File: src/rtl/idm_pkg.sv
package idm_pkg;
  typedef enum logic [2:0] {
    TGT_NONE = 3'd0,
    TGT_DMEM = 3'd1,
    TGT_DISP = 3'd2,
    TGT_MP0  = 3'd3,
    TGT_MP1  = 3'd4
  } tgt_e;
endpackage

File: src/rtl/idm_decode.sv
module idm_decode
  import idm_pkg::*;
#(
  parameter int                ADDR_W     = 8,
  parameter int                DMEM_DEPTH = 128,
  parameter int                DISP_DEPTH = 32,
  parameter logic [ADDR_W-1:0] IND0_A     = '0,
  parameter logic [ADDR_W-1:0] PTR0_A     = '0,
  parameter logic [ADDR_W-1:0] IND1_A     = '0,
  parameter logic [ADDR_W-1:0] PTR1_A     = '0
) (
  input  logic [ADDR_W-1:0] addr_i,
  input  logic [ADDR_W-1:0] mp0_i,
  input  logic [ADDR_W-1:0] mp1_i,
  input  logic              disp_sel_i,
  output tgt_e              tgt_o,
  output logic [ADDR_W-1:0] ea_o
);
  localparam logic [ADDR_W:0] DMEM_LIM = (ADDR_W+1)'(DMEM_DEPTH);
  localparam logic [ADDR_W:0] DISP_LIM = (ADDR_W+1)'(DISP_DEPTH);

  logic to_disp;

  always_comb begin
    ea_o    = addr_i;
    to_disp = 1'b0;
    if (addr_i == IND0_A) begin
      ea_o = mp0_i;
    end else if (addr_i == IND1_A) begin
      ea_o    = mp1_i;
      to_disp = disp_sel_i;
    end

    tgt_o = TGT_NONE;
    if (to_disp) begin
      if ({1'b0, ea_o} < DISP_LIM) tgt_o = TGT_DISP;
    end else if (ea_o == IND0_A || ea_o == IND1_A) begin
      tgt_o = TGT_NONE;  // pointer names an indirect slot: null access
    end else if (ea_o == PTR0_A) begin
      tgt_o = TGT_MP0;
    end else if (ea_o == PTR1_A) begin
      tgt_o = TGT_MP1;
    end else if ({1'b0, ea_o} < DMEM_LIM) begin
      tgt_o = TGT_DMEM;
    end
  end
endmodule

File: src/rtl/idm_ptr_regs.sv
module idm_ptr_regs #(
  parameter int ADDR_W = 8
) (
  input  logic              clk_i,
  input  logic              rst_ni,
  input  logic              we0_i,
  input  logic              we1_i,
  input  logic [ADDR_W-1:0] wdata_i,
  output logic [ADDR_W-1:0] mp0_o,
  output logic [ADDR_W-1:0] mp1_o
);
  logic [ADDR_W-1:0] mp0_q, mp1_q;

  always_ff @(posedge clk_i or negedge rst_ni) begin
    if (!rst_ni) begin
      mp0_q <= '0;
      mp1_q <= '0;
    end else begin
      if (we0_i) mp0_q <= wdata_i;
      if (we1_i) mp1_q <= wdata_i;
    end
  end

  assign mp0_o = mp0_q;
  assign mp1_o = mp1_q;
endmodule

File: src/rtl/idm_store.sv
module idm_store #(
  parameter int DATA_W  = 8,
  parameter int DEPTH   = 32,
  parameter int IW      = $clog2(DEPTH),
  parameter int TAP_IDX = 0
) (
  input  logic              clk_i,
  input  logic              rst_ni,
  input  logic              we_i,
  input  logic [IW-1:0]     widx_i,
  input  logic [DATA_W-1:0] wdata_i,
  input  logic [IW-1:0]     ridx_i,
  output logic [DATA_W-1:0] rdata_o,
  output logic [DATA_W-1:0] tap_o
);
  logic [DATA_W-1:0] mem_q [DEPTH];

  always_ff @(posedge clk_i or negedge rst_ni) begin
    if (!rst_ni) begin
      for (int k = 0; k < DEPTH; k++) mem_q[k] <= '0;
    end else if (we_i) begin
      mem_q[widx_i] <= wdata_i;
    end
  end

  assign rdata_o = mem_q[ridx_i];

  generate
    if (TAP_IDX < DEPTH) begin : g_tap
      assign tap_o = mem_q[TAP_IDX];
    end else begin : g_no_tap
      assign tap_o = '0;
    end
  endgenerate
endmodule

File: src/rtl/idm_access_unit.sv
module idm_access_unit
  import idm_pkg::*;
#(
  parameter int DATA_W     = 8,
  parameter int ADDR_W     = 8,
  parameter int DMEM_DEPTH = 128,
  parameter int DISP_DEPTH = 32,
  parameter int ACC_ADDR   = 5
) (
  input  logic              clk_i,
  input  logic              rst_ni,
  input  logic [ADDR_W-1:0] addr_i,
  input  logic              rd_i,
  input  logic              wr_i,
  input  logic [DATA_W-1:0] wdata_i,
  input  logic              disp_sel_i,
  output logic [DATA_W-1:0] rdata_o,
  output logic [DATA_W-1:0] acc_o,
  output logic [ADDR_W-1:0] ea_o,
  output logic              dmem_we_o,
  output logic              disp_we_o
);
  localparam logic [ADDR_W-1:0] IND0_A  = ADDR_W'(0);
  localparam logic [ADDR_W-1:0] PTR0_A  = ADDR_W'(1);
  localparam logic [ADDR_W-1:0] IND1_A  = ADDR_W'(2);
  localparam logic [ADDR_W-1:0] PTR1_A  = ADDR_W'(3);
  localparam int                DMEM_IW = $clog2(DMEM_DEPTH);
  localparam int                DISP_IW = $clog2(DISP_DEPTH);

  tgt_e              tgt_d, tgt_q;
  logic [ADDR_W-1:0] ea_d;
  logic [ADDR_W-1:0] mp0_q, mp1_q;
  logic [DMEM_IW-1:0] dmem_ridx_q;
  logic [DISP_IW-1:0] disp_ridx_q;
  logic [DATA_W-1:0] dmem_rdata, disp_rdata, disp_tap_unused;
  logic              dmem_we, disp_we, mp0_we, mp1_we;

  idm_decode #(
    .ADDR_W    (ADDR_W),
    .DMEM_DEPTH(DMEM_DEPTH),
    .DISP_DEPTH(DISP_DEPTH),
    .IND0_A    (IND0_A),
    .PTR0_A    (PTR0_A),
    .IND1_A    (IND1_A),
    .PTR1_A    (PTR1_A)
  ) u_decode (
    .addr_i    (addr_i),
    .mp0_i     (mp0_q),
    .mp1_i     (mp1_q),
    .disp_sel_i(disp_sel_i),
    .tgt_o     (tgt_d),
    .ea_o      (ea_d)
  );

  assign dmem_we = wr_i && (tgt_d == TGT_DMEM);
  assign disp_we = wr_i && (tgt_d == TGT_DISP);
  assign mp0_we  = wr_i && (tgt_d == TGT_MP0);
  assign mp1_we  = wr_i && (tgt_d == TGT_MP1);

  idm_ptr_regs #(.ADDR_W(ADDR_W)) u_ptr (
    .clk_i  (clk_i),
    .rst_ni (rst_ni),
    .we0_i  (mp0_we),
    .we1_i  (mp1_we),
    .wdata_i(ADDR_W'(wdata_i)),
    .mp0_o  (mp0_q),
    .mp1_o  (mp1_q)
  );

  idm_store #(
    .DATA_W (DATA_W),
    .DEPTH  (DMEM_DEPTH),
    .IW     (DMEM_IW),
    .TAP_IDX(ACC_ADDR)
  ) u_dmem (
    .clk_i  (clk_i),
    .rst_ni (rst_ni),
    .we_i   (dmem_we),
    .widx_i (ea_d[DMEM_IW-1:0]),
    .wdata_i(wdata_i),
    .ridx_i (dmem_ridx_q),
    .rdata_o(dmem_rdata),
    .tap_o  (acc_o)
  );

  idm_store #(
    .DATA_W (DATA_W),
    .DEPTH  (DISP_DEPTH),
    .IW     (DISP_IW),
    .TAP_IDX(0)
  ) u_disp (
    .clk_i  (clk_i),
    .rst_ni (rst_ni),
    .we_i   (disp_we),
    .widx_i (ea_d[DISP_IW-1:0]),
    .wdata_i(wdata_i),
    .ridx_i (disp_ridx_q),
    .rdata_o(disp_rdata),
    .tap_o  (disp_tap_unused)
  );

  // read target and index registered; data muxed combinationally afterwards
  always_ff @(posedge clk_i or negedge rst_ni) begin
    if (!rst_ni) begin
      tgt_q       <= TGT_NONE;
      dmem_ridx_q <= '0;
      disp_ridx_q <= '0;
    end else begin
      tgt_q       <= rd_i ? tgt_d : TGT_NONE;
      dmem_ridx_q <= ea_d[DMEM_IW-1:0];
      disp_ridx_q <= ea_d[DISP_IW-1:0];
    end
  end

  always_comb begin
    unique case (tgt_q)
      TGT_DMEM: rdata_o = dmem_rdata;
      TGT_DISP: rdata_o = disp_rdata;
      TGT_MP0:  rdata_o = DATA_W'(mp0_q);
      TGT_MP1:  rdata_o = DATA_W'(mp1_q);
      default:  rdata_o = '0;
    endcase
  end

  assign ea_o      = ea_d;
  assign dmem_we_o = dmem_we;
  assign disp_we_o = disp_we;
endmodule

File: config.mk
export PLATFORM = sky130hd
export DESIGN_NAME = idm_access_unit
export DESIGN_NICKNAME = d
export VERILOG_FILES = /design/src/rtl/idm_pkg.sv /design/src/rtl/idm_decode.sv /design/src/rtl/idm_ptr_regs.sv /design/src/rtl/idm_store.sv /design/src/rtl/idm_access_unit.sv
export SDC_FILE = /design/constraint.sdc
export NUM_CORES = 2
export LEC_CHECK = 0
export CAP_MARGIN = 5
export CORE_UTILIZATION = 33
export DETAILED_ROUTE_END_ITERATION = 12
export MAX_ROUTING_LAYER = met4
export PLACE_DENSITY = 0.54
export RECOVER_POWER = 50
export SETUP_SLACK_MARGIN = 0.1
export SLEW_MARGIN = 40
export SYNTH_ARGS = -nofsm -noshare
export SYNTH_HDL_FRONTEND = slang
export SYNTH_SLANG_ARGS = --single-unit
export TNS_END_PERCENT = 100
File: constraint.sdc
create_clock -name clk_i -period 4.1 [get_ports clk_i]
set_clock_uncertainty 0.05 [all_clocks]
set_input_delay 0.82 -clock clk_i [delete_from_list [all_inputs] [get_ports clk_i]]
set_output_delay 0.82 -clock clk_i [all_outputs]
set_load 0.05 [all_outputs]
==> results.cfg <==
[outcome]
outcome = finished, violations left
violations = capacitance limit, slew limit, setup timing

[floorplanning]
dieWidth_um = 429
core_um2 = 181000
io_pins = 47
fp.dieH_um = 429
start_util_pct = 33.3
dieArea_um2 = 184000
placementRows = 156

[global_routing]
grt.busiest_layer = met2
track_usage_pct = 19.8
antenna_found_initial = 3
grt_pass1_wl_um = 264000
grt_pass1_vias = 37800
overflow = 0
met3_usage_pct = 3.07
grt_max_degree = 152
grt_use_met1_pct = 25.9
gr-usage-met2_pct = 31.7

[worst_setup_path]
critPathKind = reg -> out
worstReg2RegEnd = u_dmem.mem_q[482]
critPathMaxStageDelay_ns = 0.51
cp_data_arrival_time_ns = 3.75
slowest_stage = mux4_2
crit_buf_inv = 6
required_ns = 3.23
crit_path_end_kind = primary output
startpoint_type = register
r2r_slack_ns = 1.07
critical_path.max_fanout = 7
path_delay_family = buffers and inverters
r2r-start = u_ptr.mp1_o[4]
cp_cell_sequence = buf_12 > buf_12 > buf_16 > mux4_2 > a22o_1 > a221oi_2 > o22ai_1 > o21ai_1 > buf_4 > nand4_1 > buf_4 > buf_6
r2r_cells = 11

[final_layout]
area.growth.synth_to_final_pct = 22.7
final_common_cell = dfrtp_1
layout_common_cells = 1,302 x dfrtp_1, 1,231 x mux2_2, 315 x mux4_2
fin_area_um2 = 73900
layout.nets = 4243
layout-drive-gt1-share_pct = 58.0

[cts]
tritoncts = built
clk_pin_slew_ns = 0.06
cts_buffers = 150
cts.path.max_buffers = 3
root_buffer = clkbuf_16
clock_latency_ns = 0.80
htreeDepth = 4
clkSinkCount = 1306

[job]
cap_violations = 5

[timing]
max_slew_margin_pct = -20.9
drv_slew = 486
finalHoldViolCount = 0
setup_viol = 11
min_period_ns = 4.62
tightest_slew_ns = 1.81
max_freq_ghz = 0.216
setup_ws_ns = -0.521
rsz0062_at_grt = true
post-route-period-util_pct = 113

[worst_hold_path]
min_path_cells = 0
whs_endpoint = u_dmem.mem_q[1005]
min_from = u_dmem.mem_q[1005]
min_path_type = reg -> reg

[power]
internal_power_mw = 22.4
p_leak_nw = 34.6
switching_share_pct = 24.3
pwr-share-comb_pct = 8.2
power.density_nw_per_um2 = 400
p_seq_share_pct = 46.1
clkPwrFrac_pct = 45.7
ir_drop_mv = 0.417
switchingPower_mw = 7.18

[placement]
hpwl_um = 115000
gp_congestion = 0.898
io_buffers = 46
place_ws_ns = -0.402
place_area_um2 = 67600

[synthesis]
synth_fp_nets = 3894
syn_avg_cell_area_um2 = 15.5
ys_warn_count = 0
yosys_register_bits = 1306
seq_area_frac_synth_pct = 54.3
postSynthCellCount = 3873
synth.distinct_cells = 81
synth_edf_count = 0
syn-cell-area_um2 = 60200
async_flop_share_pct = 100
synth_ff_type = dfrtp_1

[drt]
wl_um = 176000
avgRoutedWirePerCell_um = 26.3
drtAntennaViolNets = 0
viasPerCell = 5.28
vias = 35400
drt_iter0_drc = 2270
dr.pass1.iters = 5
drcViolationCount = 0
[flip-flops by register name (all words and copies together) (netlist names)]
register,count
u_dmem.tap_o,8
u_dmem.mem_q,1016
dmem_ridx_q,3
u_disp.tap_o,8
u_disp.mem_q,248
u_ptr.mp0_o,8
u_ptr.mp1_o,8
tgt_q,3
disp_ridx_q,4
[synthesized netlist by cell type (8+ instances only)]
master,n,area (µm²)
dfrtp_1,1306,32700
mux2_2,1231,13900
mux4_2,315,7090
clkbuf_1,227,852
nand2_1,59,221
a22oi_1,56,420
nor2_2,55,344
nor2_1,54,203
buf_1,46,173
mux2_1,40,450
mux2i_1,40,400
nor2_4,31,349
a21oi_1,29,145
nand2_2,29,181
o22ai_1,26,163
a22o_1,25,219
buf_2,24,120
nor3_1,19,95.1
o21ai_0,19,95.1
a221oi_1,18,158
nand3_1,18,90.1
buf_4,16,120
nand4_1,12,75.1
a31oi_1,11,68.8
inv_1,10,37.5
nor2_8,10,200
nand2b_1,9,56.3
nand3_2,9,90.1
and3_1,8,50.1
[layout make-up]
cell class                 instances  area, µm²
fill                           16500     107000
timing repair buffer             515       6460
clock inverter                    38        509
antenna                            2       5.00
sequential                      1306      32700
inverter                          13       48.8
multi-input combinational       2236      26700
tap                             2370       2970
clock buffer                     224       4480
[power by group through the flow]
stage	combinational (mW)	sequential (mW)	clock, mW
floorplan	1.31	13.8	0
global placement	2.30	13.8	0
detailed placement	2.33	13.9	0
CTS	2.44	13.6	13.9
global route	2.60	13.7	14.4
finish	2.42	13.6	13.5
[stage by stage]
step                      instances  setup TNS [ns]  utilization, %  total power [mW]  hold slack, ns
after floorplan                3873               0               -              15.1           0.374
after global placement         6381          -96.89            37.4              16.1           0.310
after detailed placement       6382         -110.13            37.4              16.2           0.312
after CTS                      6681           -4.96            40.6              29.9           0.325
after global routing           6704          -18.70            40.8              30.6           0.330
final                          6704           -3.89            40.8              29.6           0.318
[cell families (layout without fill, tap and decap cells)]
family / count (synthesis) / after routing / synth area share [%]
and+or+nand+nor: 379 / 379 / 4.36
buffers and inverters: 331 / 790 / 2.28
AOI/OAI and AO/OA: 231 / 231 / 2.87
muxes: 1626 / 1626 / 36.2
DFF: 1306 / 1306 / 54.3
other: 0 / 2 / 0
[layer usage]
metal	wire, µm	part of all wire (%)	vias up
met4	5470	3.1	0
met5	0	0	-
li1	-	-	15200
met1	77100	44	19300
met3	7050	4.0	246
met2	86500	49	626
[worst max path at each step]
stage	startpoint	to	slack (ns)	cells after the start
finish	disp_ridx_q[0]	rdata_o[5]	-0.52	12
global placement	addr_i[5]	u_dmem.mem_q[349]	-0.36	9
CTS	disp_ridx_q[0]	rdata_o[2]	-0.70	13
global route	disp_ridx_q[0]	rdata_o[7]	-0.65	12
detailed placement	addr_i[5]	u_dmem.mem_q[344]	-0.40	9
floorplan	disp_ridx_q[1]	rdata_o[3]	0.17	9
[what timing repair did]
action | CTS | global route
pin swaps | 22 | 22
endpoints found under the hold margin | 36 | 0
resized for setup | 94 | 61
setup endpoints to repair | 13 | 9
hold buffers | 1 | 0
setup buffers | 31 | 17
gates cloned | 5 | 4
No activity file was read; power rests on OpenSTA's default activity.
